[src/rtl/uart_irq_pkg.sv]
package uart_irq_pkg;
  localparam int unsigned NUM_SRC = 5;

  typedef enum logic [3:0] {
    ID_MODEM   = 4'h0,
    ID_NONE    = 4'h1,
    ID_THRE    = 4'h2,
    ID_RXDATA  = 4'h4,
    ID_LINE    = 4'h6,
    ID_TIMEOUT = 4'hC
  } irq_id_e;

  // index 0 = most urgent
  function automatic irq_id_e code_of(input int unsigned idx);
    case (idx)
      0:       code_of = ID_LINE;
      1:       code_of = ID_TIMEOUT;
      2:       code_of = ID_RXDATA;
      3:       code_of = ID_THRE;
      default: code_of = ID_MODEM;
    endcase
  endfunction
endpackage

[src/rtl/uart_irq_enable_reg.sv]
module uart_irq_enable_reg (
  input  logic       clk,
  input  logic       rst_n,
  input  logic       wr,
  input  logic [7:0] wdata,
  output logic [3:0] ier_q,
  output logic       thri_toggle,
  output logic       thri_new
);
  always_ff @(posedge clk or negedge rst_n) begin
    if (!rst_n) ier_q <= 4'h0;
    else if (wr) ier_q <= wdata[3:0];
  end

  assign thri_new    = wdata[1];
  assign thri_toggle = wr && (wdata[1] != ier_q[1]);


  ier_store_chk: assert property (@(posedge clk) disable iff (!rst_n)
    wr |=> ier_q == $past(wdata[3:0]));
endmodule

[src/rtl/uart_thre_pending.sv]
module uart_thre_pending (
  input  logic clk,
  input  logic rst_n,
  input  logic thri_toggle,
  input  logic thri_new,
  input  logic thr_empty,
  input  logic thr_load,
  input  logic thr_empty_evt,
  input  logic rd_shows_thre,
  output logic pend
);
  always_ff @(posedge clk or negedge rst_n) begin
    if (!rst_n)                pend <= 1'b0;
    else if (thri_toggle)      pend <= thri_new & thr_empty;
    else if (thr_load)         pend <= 1'b0;
    else if (thr_empty_evt)    pend <= 1'b1;
    else if (rd_shows_thre)    pend <= 1'b0;
  end


  rearm_chk: assert property (@(posedge clk) disable iff (!rst_n)
    thri_toggle |=> pend == $past(thri_new && thr_empty));

  read_clear_chk: assert property (@(posedge clk) disable iff (!rst_n)
    (rd_shows_thre && !thri_toggle && !thr_empty_evt) |=> !pend);

  load_clear_chk: assert property (@(posedge clk) disable iff (!rst_n)
    (thr_load && !thri_toggle) |=> !pend);
endmodule

[src/rtl/uart_irq_qualifier.sv]
module uart_irq_qualifier
  import uart_irq_pkg::*;
#(
  parameter int unsigned CNT_W = 5
) (
  input  logic [3:0]       ier_q,
  input  logic             fifo_en,
  input  logic [3:0]       lsr_err,
  input  logic             data_ready,
  input  logic [CNT_W-1:0] rx_count,
  input  logic [CNT_W-1:0] rx_trigger,
  input  logic             timeout_pend,
  input  logic             thre_pend,
  input  logic [3:0]       msr_delta,
  output logic [NUM_SRC-1:0] active
);
  logic level_met;
  assign level_met = !fifo_en || (rx_count >= rx_trigger);

  assign active[0] = ier_q[2] && (|lsr_err);
  assign active[1] = ier_q[0] && timeout_pend;
  assign active[2] = ier_q[0] && data_ready && level_met;
  assign active[3] = ier_q[1] && thre_pend;
  assign active[4] = ier_q[3] && (|msr_delta);
endmodule

[src/rtl/uart_irq_priority.sv]
module uart_irq_priority
  import uart_irq_pkg::*;
(
  input  logic [NUM_SRC-1:0] active,
  output irq_id_e            code
);
  always_comb begin
    code = ID_NONE;
    for (int i = NUM_SRC - 1; i >= 0; i--) begin
      if (active[i]) code = code_of(i);
    end
  end
endmodule

[src/rtl/uart_irq_ident.sv]
module uart_irq_ident
  import uart_irq_pkg::*;
#(
  parameter int unsigned FIFO_DEPTH = 16,
  localparam int unsigned CNT_W = $clog2(FIFO_DEPTH + 1)
) (
  input  logic             clk,
  input  logic             rst_n,
  input  logic             fifo_en,
  input  logic [3:0]       lsr_err,
  input  logic             data_ready,
  input  logic [CNT_W-1:0] rx_count,
  input  logic [CNT_W-1:0] rx_trigger,
  input  logic             timeout_pend,
  input  logic             thr_empty,
  input  logic             thr_empty_evt,
  input  logic             thr_load,
  input  logic [3:0]       msr_delta,
  input  logic             ier_wr,
  input  logic [7:0]       ier_wdata,
  input  logic             iir_rd,
  output logic [3:0]       ier_q,
  output logic [7:0]       iir,
  output logic             irq
);
  logic               thri_toggle, thri_new, thre_pend;
  logic [NUM_SRC-1:0] active;
  irq_id_e            code;

  uart_irq_enable_reg u_ier (
    .clk(clk), .rst_n(rst_n), .wr(ier_wr), .wdata(ier_wdata),
    .ier_q(ier_q), .thri_toggle(thri_toggle), .thri_new(thri_new)
  );

  uart_thre_pending u_pend (
    .clk(clk), .rst_n(rst_n), .thri_toggle(thri_toggle), .thri_new(thri_new),
    .thr_empty(thr_empty), .thr_load(thr_load), .thr_empty_evt(thr_empty_evt),
    .rd_shows_thre(iir_rd && (code == ID_THRE)), .pend(thre_pend)
  );

  uart_irq_qualifier #(.CNT_W(CNT_W)) u_qual (
    .ier_q(ier_q), .fifo_en(fifo_en), .lsr_err(lsr_err),
    .data_ready(data_ready), .rx_count(rx_count), .rx_trigger(rx_trigger),
    .timeout_pend(timeout_pend), .thre_pend(thre_pend),
    .msr_delta(msr_delta), .active(active)
  );

  uart_irq_priority u_prio (.active(active), .code(code));

  assign iir = {{2{fifo_en}}, 2'b00, code};
  assign irq = (code != ID_NONE);


  irq_line_chk: assert property (@(posedge clk) disable iff (!rst_n)
    irq == (iir[3:0] != 4'h1));

  line_first_chk: assert property (@(posedge clk) disable iff (!rst_n)
    (ier_q[2] && (|lsr_err)) |-> iir[3:0] == 4'h6);
endmodule

[config.mk]
export PLATFORM = sky130hd
export DESIGN_NAME = uart_irq_ident
export DESIGN_NICKNAME = d
export VERILOG_FILES = /design/src/rtl/uart_irq_pkg.sv /design/src/rtl/uart_irq_enable_reg.sv /design/src/rtl/uart_thre_pending.sv /design/src/rtl/uart_irq_qualifier.sv /design/src/rtl/uart_irq_priority.sv /design/src/rtl/uart_irq_ident.sv
export SDC_FILE = /design/constraint.sdc
export NUM_CORES = 1
export LEC_CHECK = 0
export BUFFER_PORTS_ARGS = -buffer_cell sky130_fd_sc_hd__buf_2
export CORE_UTILIZATION = 38
export CTS_BUF_LIST = sky130_fd_sc_hd__clkbuf_16
export CTS_CLUSTER_DIAMETER = 200
export DETAILED_ROUTE_END_ITERATION = 10
export GPL_ROUTABILITY_DRIVEN = 1
export PLACE_DENSITY_LB_ADDON = 0.25
export RECOVER_POWER = 25
export SLEW_MARGIN = 30
export SYNTH_ARGS = -nofsm -noshare
export SYNTH_HDL_FRONTEND = slang
export SYNTH_SLANG_ARGS = --single-unit
export TNS_END_PERCENT = 10
[constraint.sdc]
create_clock -name clk -period 2.1 [get_ports clk]
set_input_delay 0.105 -clock clk [delete_from_list [all_inputs] [get_ports clk]]
set_output_delay 0.105 -clock clk [all_outputs]
set_load 0.01 [all_outputs]
---- After elaboration in Yosys (flattened, before gate mapping) ----
Cells that the tools add are included.
storage, ports and cells
  flip-flop bits (word level) ............. 5
  input port bits ......................... 36
  word-level logic and storage cells ...... 29
  output and inout port bits .............. 13
operators by class
  mux-type cells .......................... 9
  bitwise logic cells ..................... 1
  reduce and logical (&&, ||, !) cells .... 13
  magnitude comparators ................... 1
  equal/unequal tests ..................... 3
operators by type and width
  operator            count
  $logic_and 1x1->1   8
  $mux 4              2
  $reduce_or 4->1     2
  $ge 5x5->1          1
  $mux 1              5
  $eq 4x2->1 const B  1
  $ne 4x1->1 const B  1
  $reduce_bool 4->1   1
  $mux 3              1
  $mux 2              1
  $and 1x1->1         1
  $logic_not 1->1     1
  $logic_or 1x1->1    1
  $ne 1x1->1          1

---- Depth between registers and ports, before layout ----
Gate-level depths: netlist of the first run.
  depth after elaboration ................. 13
  depth in mapped cells ................... 6
  mapped depth without buffers ............ 6

---- By module ----
From an unflattened synthesis of the first run, not the netlist that was laid out.
unflattened totals
  cells, all modules ...................... 51
  area, all modules ....................... 476.7 µm²
by module, submodules not included
  module               cells each  area an instance (µm²)  sequential area each (µm²)  times used
  uart_irq_enable_reg  11          168.9                   100.1                       1
  uart_irq_qualifier   22          163.9                   0.0                         1
  uart_irq_ident       8           53.8                    0.0                         1
  uart_thre_pending    5           51.3                    25.0                        1
  uart_irq_priority    5           38.8                    0.0                         1

---- Worst setup path after synthesis of the first run ----
No wires, ideal clock.
  kind .................................... reg-to-reg
  start point ............................. reg u_ier.ier_q[1]
  end point ............................... reg u_pend.pend
  slack ................................... 702 ps
  stages on the path, launching flop included .. 6
  arrival time ............................ 1320 ps
  path buffers ............................ 1
  required time ........................... 2023 ps
  clock period less this slack ............ 1398 ps
  setup time .............................. 77 ps
  cells stage by stage .................... dfrtp_1 -> buf_6 -> or4b_4 -> o211ai_2 -> mux2i_1 -> a21oi_1
on the way
  cells in the longest elaborated chain, start to end .. 8
  elaborated cells on any way between the ends .. 11
  classes of those cells .................. eq/ne: 2; mux: 5; reduce/logical: 4
RTL lines
  what                                line                       text
  from (decl)                         uart_irq_enable_reg.sv:6   output logic [3:0] ier_q,
  from (signal assigned)              uart_irq_enable_reg.sv:12  else if (wr) ier_q <= wdata[3:0];
  $logic_and 1x1->1                   uart_irq_qualifier.sv:23   assign active[3] = ier_q[1] && thre_pend;
  $mux 2                              uart_irq_priority.sv:10    if (active[i]) code = code_of(i);
  $mux 3                              uart_irq_priority.sv:10
  $mux 4 (2 in a row)                 uart_irq_priority.sv:10
  $eq 4x2->1                          uart_irq_ident.sv:38       .rd_shows_thre(iir_rd && (code == ID_THRE)), .pend(thre_pend)
  $logic_and 1x1->1                   uart_irq_ident.sv:38
  $reduce_bool 4->1 (no source line)  -
  to (signal assigned)                uart_thre_pending.sv:14    else if (thri_toggle) pend <= thri_new & thr_empty;
  to (decl)                           uart_thre_pending.sv:10    output logic pend
Parallel ways exist; a longest one is shown, timed or not.
A chain may end at the register's enable or synchronous reset.

---- Final worst setup path of the first run ----
  start point ............................. reg u_ier.ier_q[0]
  end point ............................... out iir[0]
on the way
  cells in the longest elaborated chain, start to end .. 5
  elaborated cells on any way between the ends .. 6
  classes of those cells .................. mux: 3; reduce/logical: 3
RTL lines
  what                            line                      text
  $logic_and 1x1->1 (2 in a row)  uart_irq_qualifier.sv:22  assign active[2] = ier_q[0] && data_ready && level_met;
  $mux 3                          uart_irq_priority.sv:10
  $mux 4 * (2 in a row)           uart_irq_priority.sv:10
  to (decl)                       uart_irq_ident.sv:23      output logic [7:0] iir,
Every way passes the cells marked *; elsewhere a longest branch is shown, timed or not.

==> run_results.csv, run 1 <==
group,metric,value,unit
synthesis,synth.avg_cell_area,9.11,µm²
finish,drive_above_1_share,54.5,%
setup_path,worstPathCellList,"and4_1 -> a211oi_2 -> and3_1 -> buf_2",
worst_hold_path,hold_path_class,"in -> reg",
pwr,power_frac_comb,23.8,%
placement,dp_hpwl,1030,µm
setup_path,cpLargestDelayFamily,"flip-flops",
synthesis,synth_top_area_cell,"dfrtp_1",
clock_network,cts_hold_buf,1,
floorplanning,design.core.area,1190,µm²
detailed_routing,postRouteWirelength,1310,µm
timing,setup_viol,0,
pwr,ir_drop,0.602,mV
pwr,sw_frac_of_total,25.4,%
clock_network,ctsResizeCount,0,
clock_network,clockRootBuffer,"clkbuf_16",
setup_path,criticalPathCategory,"reg -> out",
setup_path,required,2.00,ns
placement,port_buffers,42,
finish,stdcell_count,113,
setup_path,start_kind,"flop",
placement,placed_area,706,µm²
floorplanning,ios,49,
finish,syn_to_final_growth,53.0,%
timing,setup-tns-final,0,ns
synthesis,synth.yosys.warnings,0,
detailed_routing,viasPerCell,5.05,
timing,fin_crit_sh,74.6,%
timing,hold_viol,0,
finish,layout.nets,141,
synthesis,synthFlopType,"dfrtp_1",
setup_path,arrival,1.46,ns
global_routing,grt_pass1_wl,2000,µm
placement,dp.cells,108,
detailed_routing,postRouteAntennaNets,0,
clock_network,clkTransAtPathRegs,0.04,ns
setup_path,cp_max_fo,5,
pwr,power.net_switching,0.145,mW
floorplanning,rows,12,
synthesis,yosysTopAreaCellShare,24.1,%
placement,pre_cts_ws,0.641,ns
pwr,p_leak,0.432,nW
global_routing,grt_usage,20.3,%
clock_network,clock_latency,0.23,ns
pwr,p_per_area,720,nW/µm²
run_status,status,"finished clean",
timing,rsz0062_at_grt,"no",
detailed_routing,firstDrtPassIters,4,
finish,num_antenna_cells,0,
setup_path,cp_slowest_cell,"dfrtp_1",
setup_path,critPathMaxStageDelay,0.40,ns
synthesis,syn_area,519,µm²
synthesis,ys_seq_area_share,24.1,%
floorplanning,die_w,39.0,µm
global_routing,grt_max_degree,10,
pwr,pwr-share-clk,55.4,%
pwr,p_int,0.427,mW
detailed_routing,wl_per_cell,11.6,µm
setup_path,worst-path-buf-inv,1,
job,drv_cap,0,
floorplanning,start_util,43.8,%
timing,setup_slack,0.532,ns
floorplanning,dieArea,1520,µm²
clock_network,h-tree-depth,1,
global_routing,grt_antenna_before_repair,0,
synthesis,ys_top_cells_by_count,"inv_1 (6), dfrtp_1 (5), ha_1 (5)",
pwr,p_seq_share,20.9,%
placement,finalWeightedCongestion,0.690,
setup_path,critPathCaptureType,"primary output",
clock_network,cts_tree,"yes",
synthesis,synthTopCellsByArea,"dfrtp_1 (24%), ha_1 (12%), mux2_2 (8.7%)",
clock_network,cts_inserted_buffers,3,
pwr,total_power,0.572,mW
timing,fmax,0.638,GHz
detailed_routing,drc,0,
finish,design_area,795,µm²
synthesis,ys_async_sr_fraction,100,%
synthesis,synth_seq_cells,5,
synthesis,synth_cell_types,29,
clock_network,cts_sinks,5,
synthesis,synthCells,57,
global_routing,overflow,0,
synthesis,synth_edf_count,0,
timing,finalClockSkew,0.00265,ns
timing,layout_min_cycle_time,1.57,ns
setup_path,reg2reg_slack,0.69,ns
synthesis,yosysMostFrequentCell,"inv_1",
detailed_routing,drt_iter0_drc,3,
timing,slew_viol_final,0,
clock_network,cts_setup_buffers,0,
clock_network,max-clock-path-buffers,2,
floorplanning,die_y,39.0,µm
detailed_routing,via_count,571,
global_routing,first_global_vias,500,
registers in the layout, summed over array words and instances (netlist names):
register,cells
u_pend.pend,1
u_ier.ier_q,4
worst paths after layout:
kind / end / startpoint / cells after the start
max in group asynchronous: u_ier.ier_q[2] / rst_n / 2
hold / removal: u_ier.ier_q[2] / ier_wdata[2] / 2
setup / recovery: iir[0] / u_ier.ier_q[0] / 4
min in group asynchronous: u_ier.ier_q[1] / rst_n / 2
hold reg to reg: u_ier.ier_q[3] / u_ier.ier_q[3] / 1
setup reg to reg: u_pend.pend / u_ier.ier_q[1] / 4
layer usage:
layer	GRT usage, %	vias to the layer above	part of all wire, %
met1	22.1	246	40
met2	33.8	33	49
li1	-	288	-
met3	4.05	4	7.3
met4	15.5	0	2.8
met5	0	-	0
kinds of logic after synthesis:
group | after synthesis | synth area share, %
compound gates | 14 | 21.0
mux | 5 | 10.6
xor+xnor | 1 | 1.69
fa+ha+maj | 5 | 12.0
buf+inv | 12 | 13.0
flops | 5 | 24.1
other cells | 1 | 0.722
simple gates | 14 | 16.9
per-stage QoR:
stage                     util [%]  hold WS, ns
after floorplan                  -       -0.191
after global placement        59.5      -0.0780
after detailed placement      59.5      -0.0723
after CTS                     67.1        0.112
after global routing          67.0        0.121
final                         67.0        0.112
cell type report:
cell class | count | area (µm²)
repair buffers | 43 | 219
multi-input cells | 41 | 330
clock inverters | 1 | 5.00
clock buffers | 3 | 75.1
fillers | 108 | 392
flip-flops and latches | 5 | 125
inverters | 6 | 22.5
well taps | 14 | 17.5
cells in the final DEF, fill, tap and decap left out, drive strengths merged, types with 2 or more instances in the layout:
cell type,Yosys,final
conb,1,2
a21oi,3,3
o21ai,2,2
and3,2,2
clkbuf,1,4
o41ai,2,2
mux2,4,4
a211oi,2,2
inv,6,6
nand3,2,2
ha,5,5
dfrtp,5,5
nor2,2,2
buf,5,41
nand2,3,3
power groups by stage:
stage          registers (mW)  logic, mW  clock network, mW
6_report                0.119      0.136              0.317
5_1_grt                 0.122      0.153              0.326
4_1_cts                 0.120      0.137              0.320
3_5_place_dp            0.120      0.134                  0
3_3_place_gp            0.120      0.130                  0
2_1_floorplan           0.119     0.0799                  0
No activity file was read; power rests on OpenSTA's default activity.
==> run 2: changes to the inputs <==
Settings changed: CORE_UTILIZATION 38 to 35.
Clock period 2.1 ns to 1.49 ns, I/O delays scaled along.
==> run 2 against run 1 <==
Against the previous run: combinational power rose by 53%; sequential cell count did not move; clock power rose by 35%; via count fell by 1.6%; critical endpoint unchanged.
==> run_results.csv, run 2 (same netlist as run 1, synthesis figures left out) <==
group,metric,value,unit
job,drv_cap,0,
clock_network,max-clock-path-buffers,2,
timing,finalClockSkew,0.000226,ns
global_routing,first_global_vias,376,
placement,finalWeightedCongestion,0.790,
setup_path,critPathCaptureType,"primary output",
finish,reg_top3,"u_ier.ier_q: 4 flops, u_pend.pend: 1 flops",
pwr,sw_frac_of_total,23.7,%
pwr,p_per_area,972,nW/µm²
pwr,p_leak,0.453,nW
detailed_routing,postRouteAntennaNets,0,
setup_path,arrival,1.36,ns
floorplanning,die_w,40.5,µm
clock_network,cts_inserted_buffers,3,
setup_path,reg2reg_to,"u_pend.pend",
timing,hold_viol,0,
finish,fillers,115,
setup_path,start_kind,"flop",
global_routing,grt_max_degree,8,
setup_path,r2r_start,"u_ier.ier_q[1]",
global_routing,grt_pass1_wl,1410,µm
run_status,status,"finished clean",
finish,syn_to_final_growth,58.8,%
timing,fmax,0.696,GHz
setup_path,required,1.42,ns
pwr,p_seq_share,20.4,%
finish,largest_reg_flops,4,
detailed_routing,wl_met2,565,µm
pwr,power_frac_comb,26.0,%
floorplanning,ios,49,
setup_path,cp_max_fo,3,
finish,final_cell_mix,"buf_2 (41), inv_1 (7), ha_1 (5), dfrtp_1 (5)",
pwr,power.net_switching,0.190,mW
pwr,p_int,0.611,mW
floorplanning,dieArea,1640,µm²
finish,stdcell_count,118,
detailed_routing,dr_wl_met3,88,µm
finish,drive_above_1_share,55.3,%
placement,placed_area,714,µm²
clock_network,clkTransAtPathRegs,0.03,ns
finish,mostFrequentLayoutCell,"buf_2",
worst_hold_path,hold_path_class,"in -> reg",
finish,utilization,61.8,%
finish,num_antenna_cells,0,
floorplanning,design.core.area,1330,µm²
setup_path,reg2reg_slack,0.17,ns
clock_network,clock_latency,0.22,ns
detailed_routing,drt_iter0_drc,3,
clock_network,h-tree-depth,1,
placement,port_buffers,42,
pwr,total_power,0.802,mW
timing,layout_min_cycle_time,1.44,ns
detailed_routing,viasPerCell,4.76,
worst_hold_path,min_to,"u_ier.ier_q[3]",
detailed_routing,firstDrtPassIters,2,
clock_network,cts_tree,"yes",
setup_path,criticalPathCategory,"reg -> out",
detailed_routing,drc,0,
worst_hold_path,min_from,"ier_wdata[3]",
global_routing,grt_usage,13.2,%
finish,design_area,825,µm²
pwr,pwr-share-clk,53.6,%
finish,layout.nets,145,
timing,setup_viol,0,
floorplanning,rows,13,
timing,setup_slack,0.0537,ns
detailed_routing,via_count,562,
placement,pre_cts_ws,0.116,ns
detailed_routing,wirelength_met1,495,µm
timing,fin_crit_sh,96.4,%
detailed_routing,wl_per_cell,9.75,µm
finish,regMostFlops,"u_ier.ier_q",
setup_path,reg2regPathDepth,4,
pwr,ir_drop,0.817,mV
floorplanning,start_util,38.9,%
global_routing,overflow,0,
clock_network,cts_sinks,5,
global_routing,grt_antenna_before_repair,0,
placement,dp.cells,110,
timing,slew_viol_final,0,
detailed_routing,postRouteWirelength,1150,µm
clock_network,clockRootBuffer,"clkbuf_16",
timing,rsz0062_at_grt,"yes",
detailed_routing,dr.max_layer_used,"met3",
worst_hold_path,whs_path_depth,2,
floorplanning,die_y,40.5,µm
placement,dp_hpwl,974,µm
-- run 2: cell types whose count changed in the layout (fill, tap and decap cells not counted) --
| cell | delta |
|---|---|
| buf_4 | +4 |
| clkinv_2 | -1 |
| inv_1 | +1 |
| o21ai_0 | -1 |
| o21ai_1 | +1 |
-- run 2: cell type report --
type	count	area (µm²)	share of cell area (%)
Timing Repair Buffer	47	249	30.2
Clock buffer	3	75.1	9.10
Tap cell	15	18.8	2.28
Clock inverter	1	3.75	0.455
Sequential cell	5	125	15.2
Multi-Input combinational cell	41	330	40.1
Inverter	6	22.5	2.73
-- run 2: worst max-delay path, cell delays in order, from the launching register on --
cell and delay, ns:
dfrtp_1 0.38, and4_1 0.18, a211oi_2 0.27, and3_1 0.18
buf_2 0.12
-- run 2: how the worst max path moves through the flow --
stage                              start     endpoint  slack [ns]  cells after the start
after floorplan           u_ier.ier_q[1]  u_pend.pend        0.09                      5
after global placement       rx_count[2]       iir[0]        0.13                      7
after detailed placement     rx_count[2]       iir[0]        0.12                      7
after CTS                 u_ier.ier_q[0]       iir[1]        0.02                      5
after global routing      u_ier.ier_q[0]       iir[0]      -0.008                      4
final                     u_ier.ier_q[0]       iir[0]        0.05                      4
-- run 2: routing by layer --
layer,vias to the layer above,track usage (%)
li1,297,-
met1,243,16.2
met2,22,21.8
met3,0,1.67
met4,0,7.50
met5,-,0
-- run 2: power groups by stage --
stage	Combinational, mW	Clock [mW]	Sequential [mW]
2_1_floorplan	0.113	0	0.168
3_3_place_gp	0.191	0	0.166
3_5_place_dp	0.195	0	0.166
4_1_cts	0.197	0.438	0.165
5_1_grt	0.232	0.447	0.166
6_report	0.208	0.429	0.164
-- run 2: what timing repair did --
action | 4_1_cts | 5_1_grt
hold endpoints to repair | 5 | 0
resized for setup | 1 | 0
pin swaps | 1 | 3
setup buffers | 0 | 3
endpoints found under the setup margin | 2 | 2
hold buffers | 1 | 0
-- run 2: through the flow --
stage,setup TNS (ns),hold WS [ns]
after floorplan,0,-0.221
after global placement,0,-0.108
after detailed placement,0,-0.109
after CTS,0,0.0777
after global routing,-0.00818,0.0833
final,0,0.0831
